File: config.mk
export PLATFORM = sky130hd
export DESIGN_NAME = prom_rd_ctrl
export DESIGN_NICKNAME = d
export VERILOG_FILES = /design/src/rtl/prom_rd_pkg.sv /design/src/rtl/prom_strobe_seq.sv /design/src/rtl/prom_data_cap.sv /design/src/rtl/prom_rd_ctrl.sv
export SDC_FILE = /design/constraint.sdc
export NUM_CORES = 1
export LEC_CHECK = 0
export BUFFER_PORTS_ARGS = -buffer_cell sky130_fd_sc_hd__buf_2
export CAP_MARGIN = 25
export CORE_MARGIN = 3
export CORE_UTILIZATION = 42
export CTS_CLUSTER_SIZE = 14
export DETAILED_ROUTE_END_ITERATION = 10
export PLACE_DENSITY = 0.8
export SETUP_SLACK_MARGIN = 0.05
export SKIP_CTS_REPAIR_TIMING = 1
export SYNTH_ARGS = -nofsm -noshare
export SYNTH_HDL_FRONTEND = slang
export SYNTH_SLANG_ARGS = --single-unit
File: constraint.sdc
create_clock -name clk -period 2.05 [get_ports clk]
set_clock_uncertainty 0.1 [all_clocks]
set_input_delay 0.205 -clock clk [delete_from_list [all_inputs] [get_ports clk]]
set_output_delay 0.205 -clock clk [all_outputs]
set_load 0.01 [all_outputs]
File: src/rtl/prom_rd_pkg.sv
`timescale 1ns/1ps
package prom_rd_pkg;

  typedef enum logic [1:0] {
    ST_IDLE   = 2'd0,
    ST_ACCESS = 2'd1,
    ST_FLOAT  = 2'd2
  } rd_state_e;

  // Worst-case address / select access time by speed grade.
  function automatic int unsigned grade_acc_ns(input int unsigned g);
    case (g)
      0:       return 70;
      1:       return 90;
      2:       return 120;
      3:       return 150;
      4:       return 200;
      default: return 250;
    endcase
  endfunction

  // Worst-case output-strobe access time by speed grade.
  function automatic int unsigned grade_oe_ns(input int unsigned g);
    case (g)
      0, 1:    return 40;
      2:       return 50;
      3:       return 65;
      default: return 75;
    endcase
  endfunction

  // Worst-case time for the ROM outputs to float after release.
  function automatic int unsigned grade_df_ns(input int unsigned g);
    case (g)
      0, 1:    return 25;
      2, 3:    return 30;
      4:       return 40;
      default: return 60;
    endcase
  endfunction

  // Round up to whole cycles and add one cycle of capture margin.
  function automatic int unsigned ns_to_cycles(input int unsigned ns,
                                               input int unsigned clk_ns);
    return (ns + clk_ns - 1) / clk_ns + 1;
  endfunction

endpackage

File: src/rtl/prom_strobe_seq.sv
`timescale 1ns/1ps
module prom_strobe_seq
  import prom_rd_pkg::*;
#(
  parameter int unsigned AW       = 17,
  parameter int unsigned ACC_CYC  = 8,
  parameter int unsigned LEAD_CYC = 3,
  parameter int unsigned DF_CYC   = 4
) (
  input  logic          clk,
  input  logic          rst,
  input  logic          req,
  input  logic [AW-1:0] req_addr,
  output logic          busy,
  output logic [AW-1:0] rom_addr,
  output logic          rom_ce_n,
  output logic          rom_oe_n,
  output logic          cap
);

  localparam int unsigned MAXC    = (ACC_CYC > DF_CYC) ? ACC_CYC : DF_CYC;
  localparam int unsigned CW      = $clog2(MAXC + 1);
  localparam bit          LATE_OE = (LEAD_CYC > 0);
  localparam int unsigned LEAD_M1 = LATE_OE ? LEAD_CYC - 1 : 0;

  rd_state_e     st_q;
  logic [CW-1:0] cnt_q;
  logic [AW-1:0] addr_q;
  logic          ce_q, oe_q, busy_q;
  logic          acc_done, flt_done, oe_due;

  assign acc_done = (st_q == ST_ACCESS) && (cnt_q == CW'(ACC_CYC - 1));
  assign flt_done = (st_q == ST_FLOAT)  && (cnt_q == CW'(DF_CYC - 1));
  assign oe_due   = LATE_OE && (st_q == ST_ACCESS) && (cnt_q == CW'(LEAD_M1));

  always_ff @(posedge clk) begin
    if (rst) begin
      st_q   <= ST_IDLE;
      cnt_q  <= '0;
      addr_q <= '0;
      ce_q   <= 1'b1;
      oe_q   <= 1'b1;
      busy_q <= 1'b0;
    end else begin
      case (st_q)
        ST_IDLE: begin
          if (req) begin
            st_q   <= ST_ACCESS;
            cnt_q  <= '0;
            addr_q <= req_addr;
            ce_q   <= 1'b0;
            oe_q   <= LATE_OE;
            busy_q <= 1'b1;
          end
        end
        ST_ACCESS: begin
          cnt_q <= cnt_q + 1'b1;
          if (oe_due) oe_q <= 1'b0;
          if (acc_done) begin
            st_q  <= ST_FLOAT;
            cnt_q <= '0;
            ce_q  <= 1'b1;
            oe_q  <= 1'b1;
          end
        end
        ST_FLOAT: begin
          cnt_q <= cnt_q + 1'b1;
          if (flt_done) begin
            st_q   <= ST_IDLE;
            busy_q <= 1'b0;
          end
        end
        default: st_q <= ST_IDLE;
      endcase
    end
  end

  assign busy     = busy_q;
  assign rom_addr = addr_q;
  assign rom_ce_n = ce_q;
  assign rom_oe_n = oe_q;
  assign cap      = acc_done;

  // an idle request starts an access on the next cycle
  a_r2_accept: assert property (@(posedge clk) disable iff (rst)
    (!busy && req) |=> (!rom_ce_n && busy));

  // output strobe only inside the select window
  a_r3_oe_in_ce: assert property (@(posedge clk) disable iff (rst)
    !rom_oe_n |-> !rom_ce_n);

  // both strobes released right after capture
  a_r5_release: assert property (@(posedge clk) disable iff (rst)
    cap |=> (rom_ce_n && rom_oe_n));

  // a new select never starts from a busy cycle
  a_r6_gap: assert property (@(posedge clk) disable iff (rst)
    $fell(rom_ce_n) |-> !$past(busy));

  // address frozen while the select stays low
  a_r7_addr_hold: assert property (@(posedge clk) disable iff (rst)
    (!rom_ce_n && !$past(rom_ce_n)) |-> $stable(rom_addr));

endmodule

File: src/rtl/prom_data_cap.sv
`timescale 1ns/1ps
module prom_data_cap #(
  parameter int unsigned DW = 16
) (
  input  logic          clk,
  input  logic          rst,
  input  logic          cap,
  input  logic [DW-1:0] dq,
  output logic [DW-1:0] rdata,
  output logic          rvalid
);

  logic [DW-1:0] data_q;
  logic          vld_q;

  always_ff @(posedge clk) begin
    if (rst) begin
      data_q <= '0;
      vld_q  <= 1'b0;
    end else begin
      vld_q <= cap;
      if (cap) data_q <= dq;
    end
  end

  assign rdata  = data_q;
  assign rvalid = vld_q;

  // valid is a single-cycle pulse
  a_r4_single_pulse: assert property (@(posedge clk) disable iff (rst)
    rvalid |=> !rvalid);

  // word held between pulses
  a_r9_hold: assert property (@(posedge clk) disable iff (rst)
    !rvalid |-> $stable(rdata));

endmodule

File: src/rtl/prom_rd_ctrl.sv
`timescale 1ns/1ps
module prom_rd_ctrl
  import prom_rd_pkg::*;
#(
  parameter int unsigned AW            = 17,
  parameter int unsigned DW            = 16,
  parameter int unsigned CLK_PERIOD_NS = 10,
  parameter int unsigned GRADE         = 0
) (
  input  logic          clk,
  input  logic          rst,
  input  logic          req,
  input  logic [AW-1:0] req_addr,
  output logic          busy,
  output logic [DW-1:0] rdata,
  output logic          rvalid,
  output logic [AW-1:0] rom_addr,
  output logic          rom_ce_n,
  output logic          rom_oe_n,
  input  logic [DW-1:0] rom_dq
);

  // nanosecond limits converted to cycles at elaboration
  localparam int unsigned ACC_CYC  = ns_to_cycles(grade_acc_ns(GRADE), CLK_PERIOD_NS);
  localparam int unsigned OE_CYC   = ns_to_cycles(grade_oe_ns(GRADE), CLK_PERIOD_NS);
  localparam int unsigned DF_CYC   = ns_to_cycles(grade_df_ns(GRADE), CLK_PERIOD_NS);
  localparam int unsigned LEAD_CYC = (ACC_CYC > OE_CYC) ? ACC_CYC - OE_CYC : 0;

  logic cap;

  prom_strobe_seq #(
    .AW       (AW),
    .ACC_CYC  (ACC_CYC),
    .LEAD_CYC (LEAD_CYC),
    .DF_CYC   (DF_CYC)
  ) u_seq (
    .clk      (clk),
    .rst      (rst),
    .req      (req),
    .req_addr (req_addr),
    .busy     (busy),
    .rom_addr (rom_addr),
    .rom_ce_n (rom_ce_n),
    .rom_oe_n (rom_oe_n),
    .cap      (cap)
  );

  prom_data_cap #(
    .DW (DW)
  ) u_cap (
    .clk    (clk),
    .rst    (rst),
    .cap    (cap),
    .dq     (rom_dq),
    .rdata  (rdata),
    .rvalid (rvalid)
  );

  // a capture only while both strobes are low
  a_r4_cap_enabled: assert property (@(posedge clk) disable iff (rst)
    cap |-> (!rom_ce_n && !rom_oe_n));

endmodule

==> impl_results.md <==
- Distinct cells, synth: 30
- Drt drc: 0
- IO Port Bufs: 72
- Simple-gate share of the synthesized area: 23.37%
- Largest net degree at the start of global routing: 26
- Post-synthesis sequential area ratio: 50.55%
- List of most frequent post-synthesis cells: nand2_1 (72), dfxtp_1 (43), a21oi_1 (37)
- Main area contributors after synthesis: dfxtp_1 (51%), nand2_1 (16%), a21oi_1 (11%)
- Layout Nets: 328
- Iter 0 DRT Violations: 68
- TritonCTS clock tree: yes
- Clock slew at reported path FFs: 0.07 ns
- RSZ-0062 raised after global routing: false
- Final hold violations: 0
- CP Cell Sequence: inv_1 -> ha_1 -> o21ai_0 -> a31o_1 -> or4_1 -> a31oi_1
- GRT Util Overall: 15.46%
- Slowest-stage cell, CP: or4_1
- HP Class: in -> reg
- Vias in the first global route: 1472
- GPL Wtd Cong: 0.8972
- CTS buffer count: 5
- WP data arrival: 2.02 ns
- Pwr dens: 739.4 nW/um^2
- DP Wirelength: 2.728 mm
- Area grow syn2layout: 30.35%
- Max-Cap Viols: 0
- FF+latch count, synth: 43
- CP peak stage delay: 0.47 ns
- Vert. Die Dim: 69.68 um
- Tmin final: 1.903 ns
- Status: complete, no violations
- CP required: 2.17 ns
- Worst-skew pair later-pin latency: 0.29 ns
- Asr flop ratio synth: 0%
- Peak supply drop: 0.3694 mV
- Post-Syn Instances: 212
- Rel. slew slack: 77.16%
- CTS max path bufs: 2
- Filler cells: 343
- WP buf/inv: 1
- Syn Nets: 254
- Post-Syn Area: 1703 um^2
- Initial Utilization: 45.16%
- Post-synthesis xor/xnor area fraction: 0%
- R2R Path Start: u_seq.st_q[1]$_SDFFE_PP0P_
- Die width: 69.68 um
- WHS Endpoint: u_cap.rdata[8]$_SDFFE_PP0P_
- Via-to-Cell Ratio: 4.749
- Worst reg2reg path depth: 6
- Crit Path Category: reg -> reg
- ANT cells: 0
- Compound-Gate Fraction of Synth Area: 16.39%
- Leak pwr: 0.9886 nW
- CP max FO: 4
- Mux cell area share after synthesis: 1.176%
- Design area: 2220 um^2
- Register Area: 862.1 um^2
- Global-route wire length before repair: 6.196 mm
- I/O pins: 73
- Hold Crit Start: rom_dq[8]
- Count of final max-slew check failures: 0
- Worst r2r dst: u_seq.cnt_q[3]$_SDFFE_PP0P_
- Crit end category: flop
- CP top delay family: compound AO/OA/AOI/OAI gates
- Worst-Margin Slew: 0.3426 ns
- Hold depth: 3
- DP Area: 2128 um^2
- Crit share post-route: 92.81%
- Drt wl/cell: 11.01 um
- Drt first pass iters: 4
- GRT Residual Overflow: 0
- Area fraction of the dominant cell type after synthesis: 50.55%
- Ys Warns: 0
- Adder-cell share of the synthesized area: 4.409%
- Final WL: 3.688 mm
- Main combinational cell family by area after synthesis: simple AND/OR/NAND/NOR gates
- Initial antenna violation count: 0
- Syn Area/Cell: 8.032 um^2
- Via count: 1591
- Finish-stage setup viols: 0
- Core Area: 3771 um^2
- Rows: 22
- Area of the multi-input gates: 777.0 um^2
- CTS H-tree depth: 2
- Primary FF master, synth: dfxtp_1
- Number of synthesized flops with an enable pin: 0
- R2R Setup Slk: 0.15 ns
- CP startpoint kind: flop
- Antenna viol nets, final: 0
- Total Die Area: 4855 um^2
- Root Driver: clkbuf_8
- Most frequent cell after synthesis: nand2_1
- Clock sinks: 43
- Setup TNS: 0 ns
- Peak Freq: 0.5256 GHz
- Synth area leader: dfxtp_1
- Share of cells above drive strength 1: 31.71%
-- sequential cells by signal, summed over array words and instances, names as in the netlist --
signal	count
u_seq.rom_addr	17
u_seq.busy	1
u_seq.cnt_q	4
u_cap.rdata	16
u_seq.rom_ce_n	1
u_seq.st_q	2
u_seq.rom_oe_n	1
u_cap.rvalid	1
-- per-stage QoR --
step	total power [mW]	hold WS [ns]	utilization (%)	worst slack (ns)	cells
after global routing	1.744	0.01685	58.86	0.05363	335
after floorplan	1.057	0.2410	-	0.1100	212
after global placement	1.155	0.3396	56.44	0.2230	327
after detailed placement	1.162	0.3445	56.44	0.1579	327
after CTS	1.669	0.03194	58.69	0.1463	335
final	1.641	0.04657	58.86	0.1473	335
-- cells by family after synthesis --
family | after synthesis
flip-flops | 43
multiplexers | 2
buffers and inverters | 18
AO/OA/AOI/OAI | 50
AND/OR/NAND/NOR | 93
adder cells (fa/ha/maj) | 6
-- worst max path at each step --
stage	depth (start not counted)	endpoint	startpoint	slack, ns
floorplan	7	u_seq.cnt_q[3]$_SDFFE_PP0P_	u_seq.st_q[0]$_SDFFE_PP0P_	0.11
global placement	6	u_seq.cnt_q[3]$_SDFFE_PP0P_	u_seq.st_q[0]$_SDFFE_PP0P_	0.22
detailed placement	6	u_seq.cnt_q[3]$_SDFFE_PP0P_	u_seq.st_q[1]$_SDFFE_PP0P_	0.16
CTS	6	u_seq.cnt_q[3]$_SDFFE_PP0P_	u_seq.st_q[0]$_SDFFE_PP0P_	0.15
global route	6	u_seq.cnt_q[3]$_SDFFE_PP0P_	u_seq.st_q[1]$_SDFFE_PP0P_	0.05
finish	6	u_seq.cnt_q[3]$_SDFFE_PP0P_	u_seq.st_q[1]$_SDFFE_PP0P_	0.15
-- area by class of cell --
class	count	area share [%]
flip-flops and latches	43	38.84
multi-input cells	151	35.01
repair buffers	79	18.60
clock buffers	6	3.269
well taps	48	2.706
inverters	6	1.015
clock inverters	2	0.5637
-- cells in the final DEF, fill, tap and decap left out, types with 2 or more instances in the layout --
cell type / instances
a21oi_1: 37
a31oi_1: 2
buf_2: 72
buf_4: 7
clkbuf_8: 5
dfxtp_1: 42
ha_1: 4
ha_2: 2
inv_1: 6
mux2i_1: 2
nand2_1: 72
nand2b_1: 2
nand3_1: 2
nor2_1: 6
o21ai_0: 3
or3_1: 2
or4_1: 2
-- worst register-to-register path: cells and delay by family (launching register included) --
family                   cells  cell delay (ns)
AO/OA/AOI/OAI                3             0.52
adder cells (fa/ha/maj)      1             0.27
buffers and inverters        1             0.09
flip-flops                   1             0.38
AND/OR/NAND/NOR              1             0.47
-- report_power, final --
group	total, mW	switching (mW)	internal [mW]
registers	0.893	0.0204	0.873
clock network	0.498	0.260	0.238
logic	0.250	0.137	0.113
-- routing by layer --
layer  vias to the layer above  routed length, um  global-route usage [%]
met3                         8                253                   6.812
met5                         -                  0                       0
met2                        49               1787                   25.95
met4                         0                 30                   5.319
met1                       689               1616                   17.42
li1                        845                  -                       -
No activity file was read; power rests on OpenSTA's default activity.
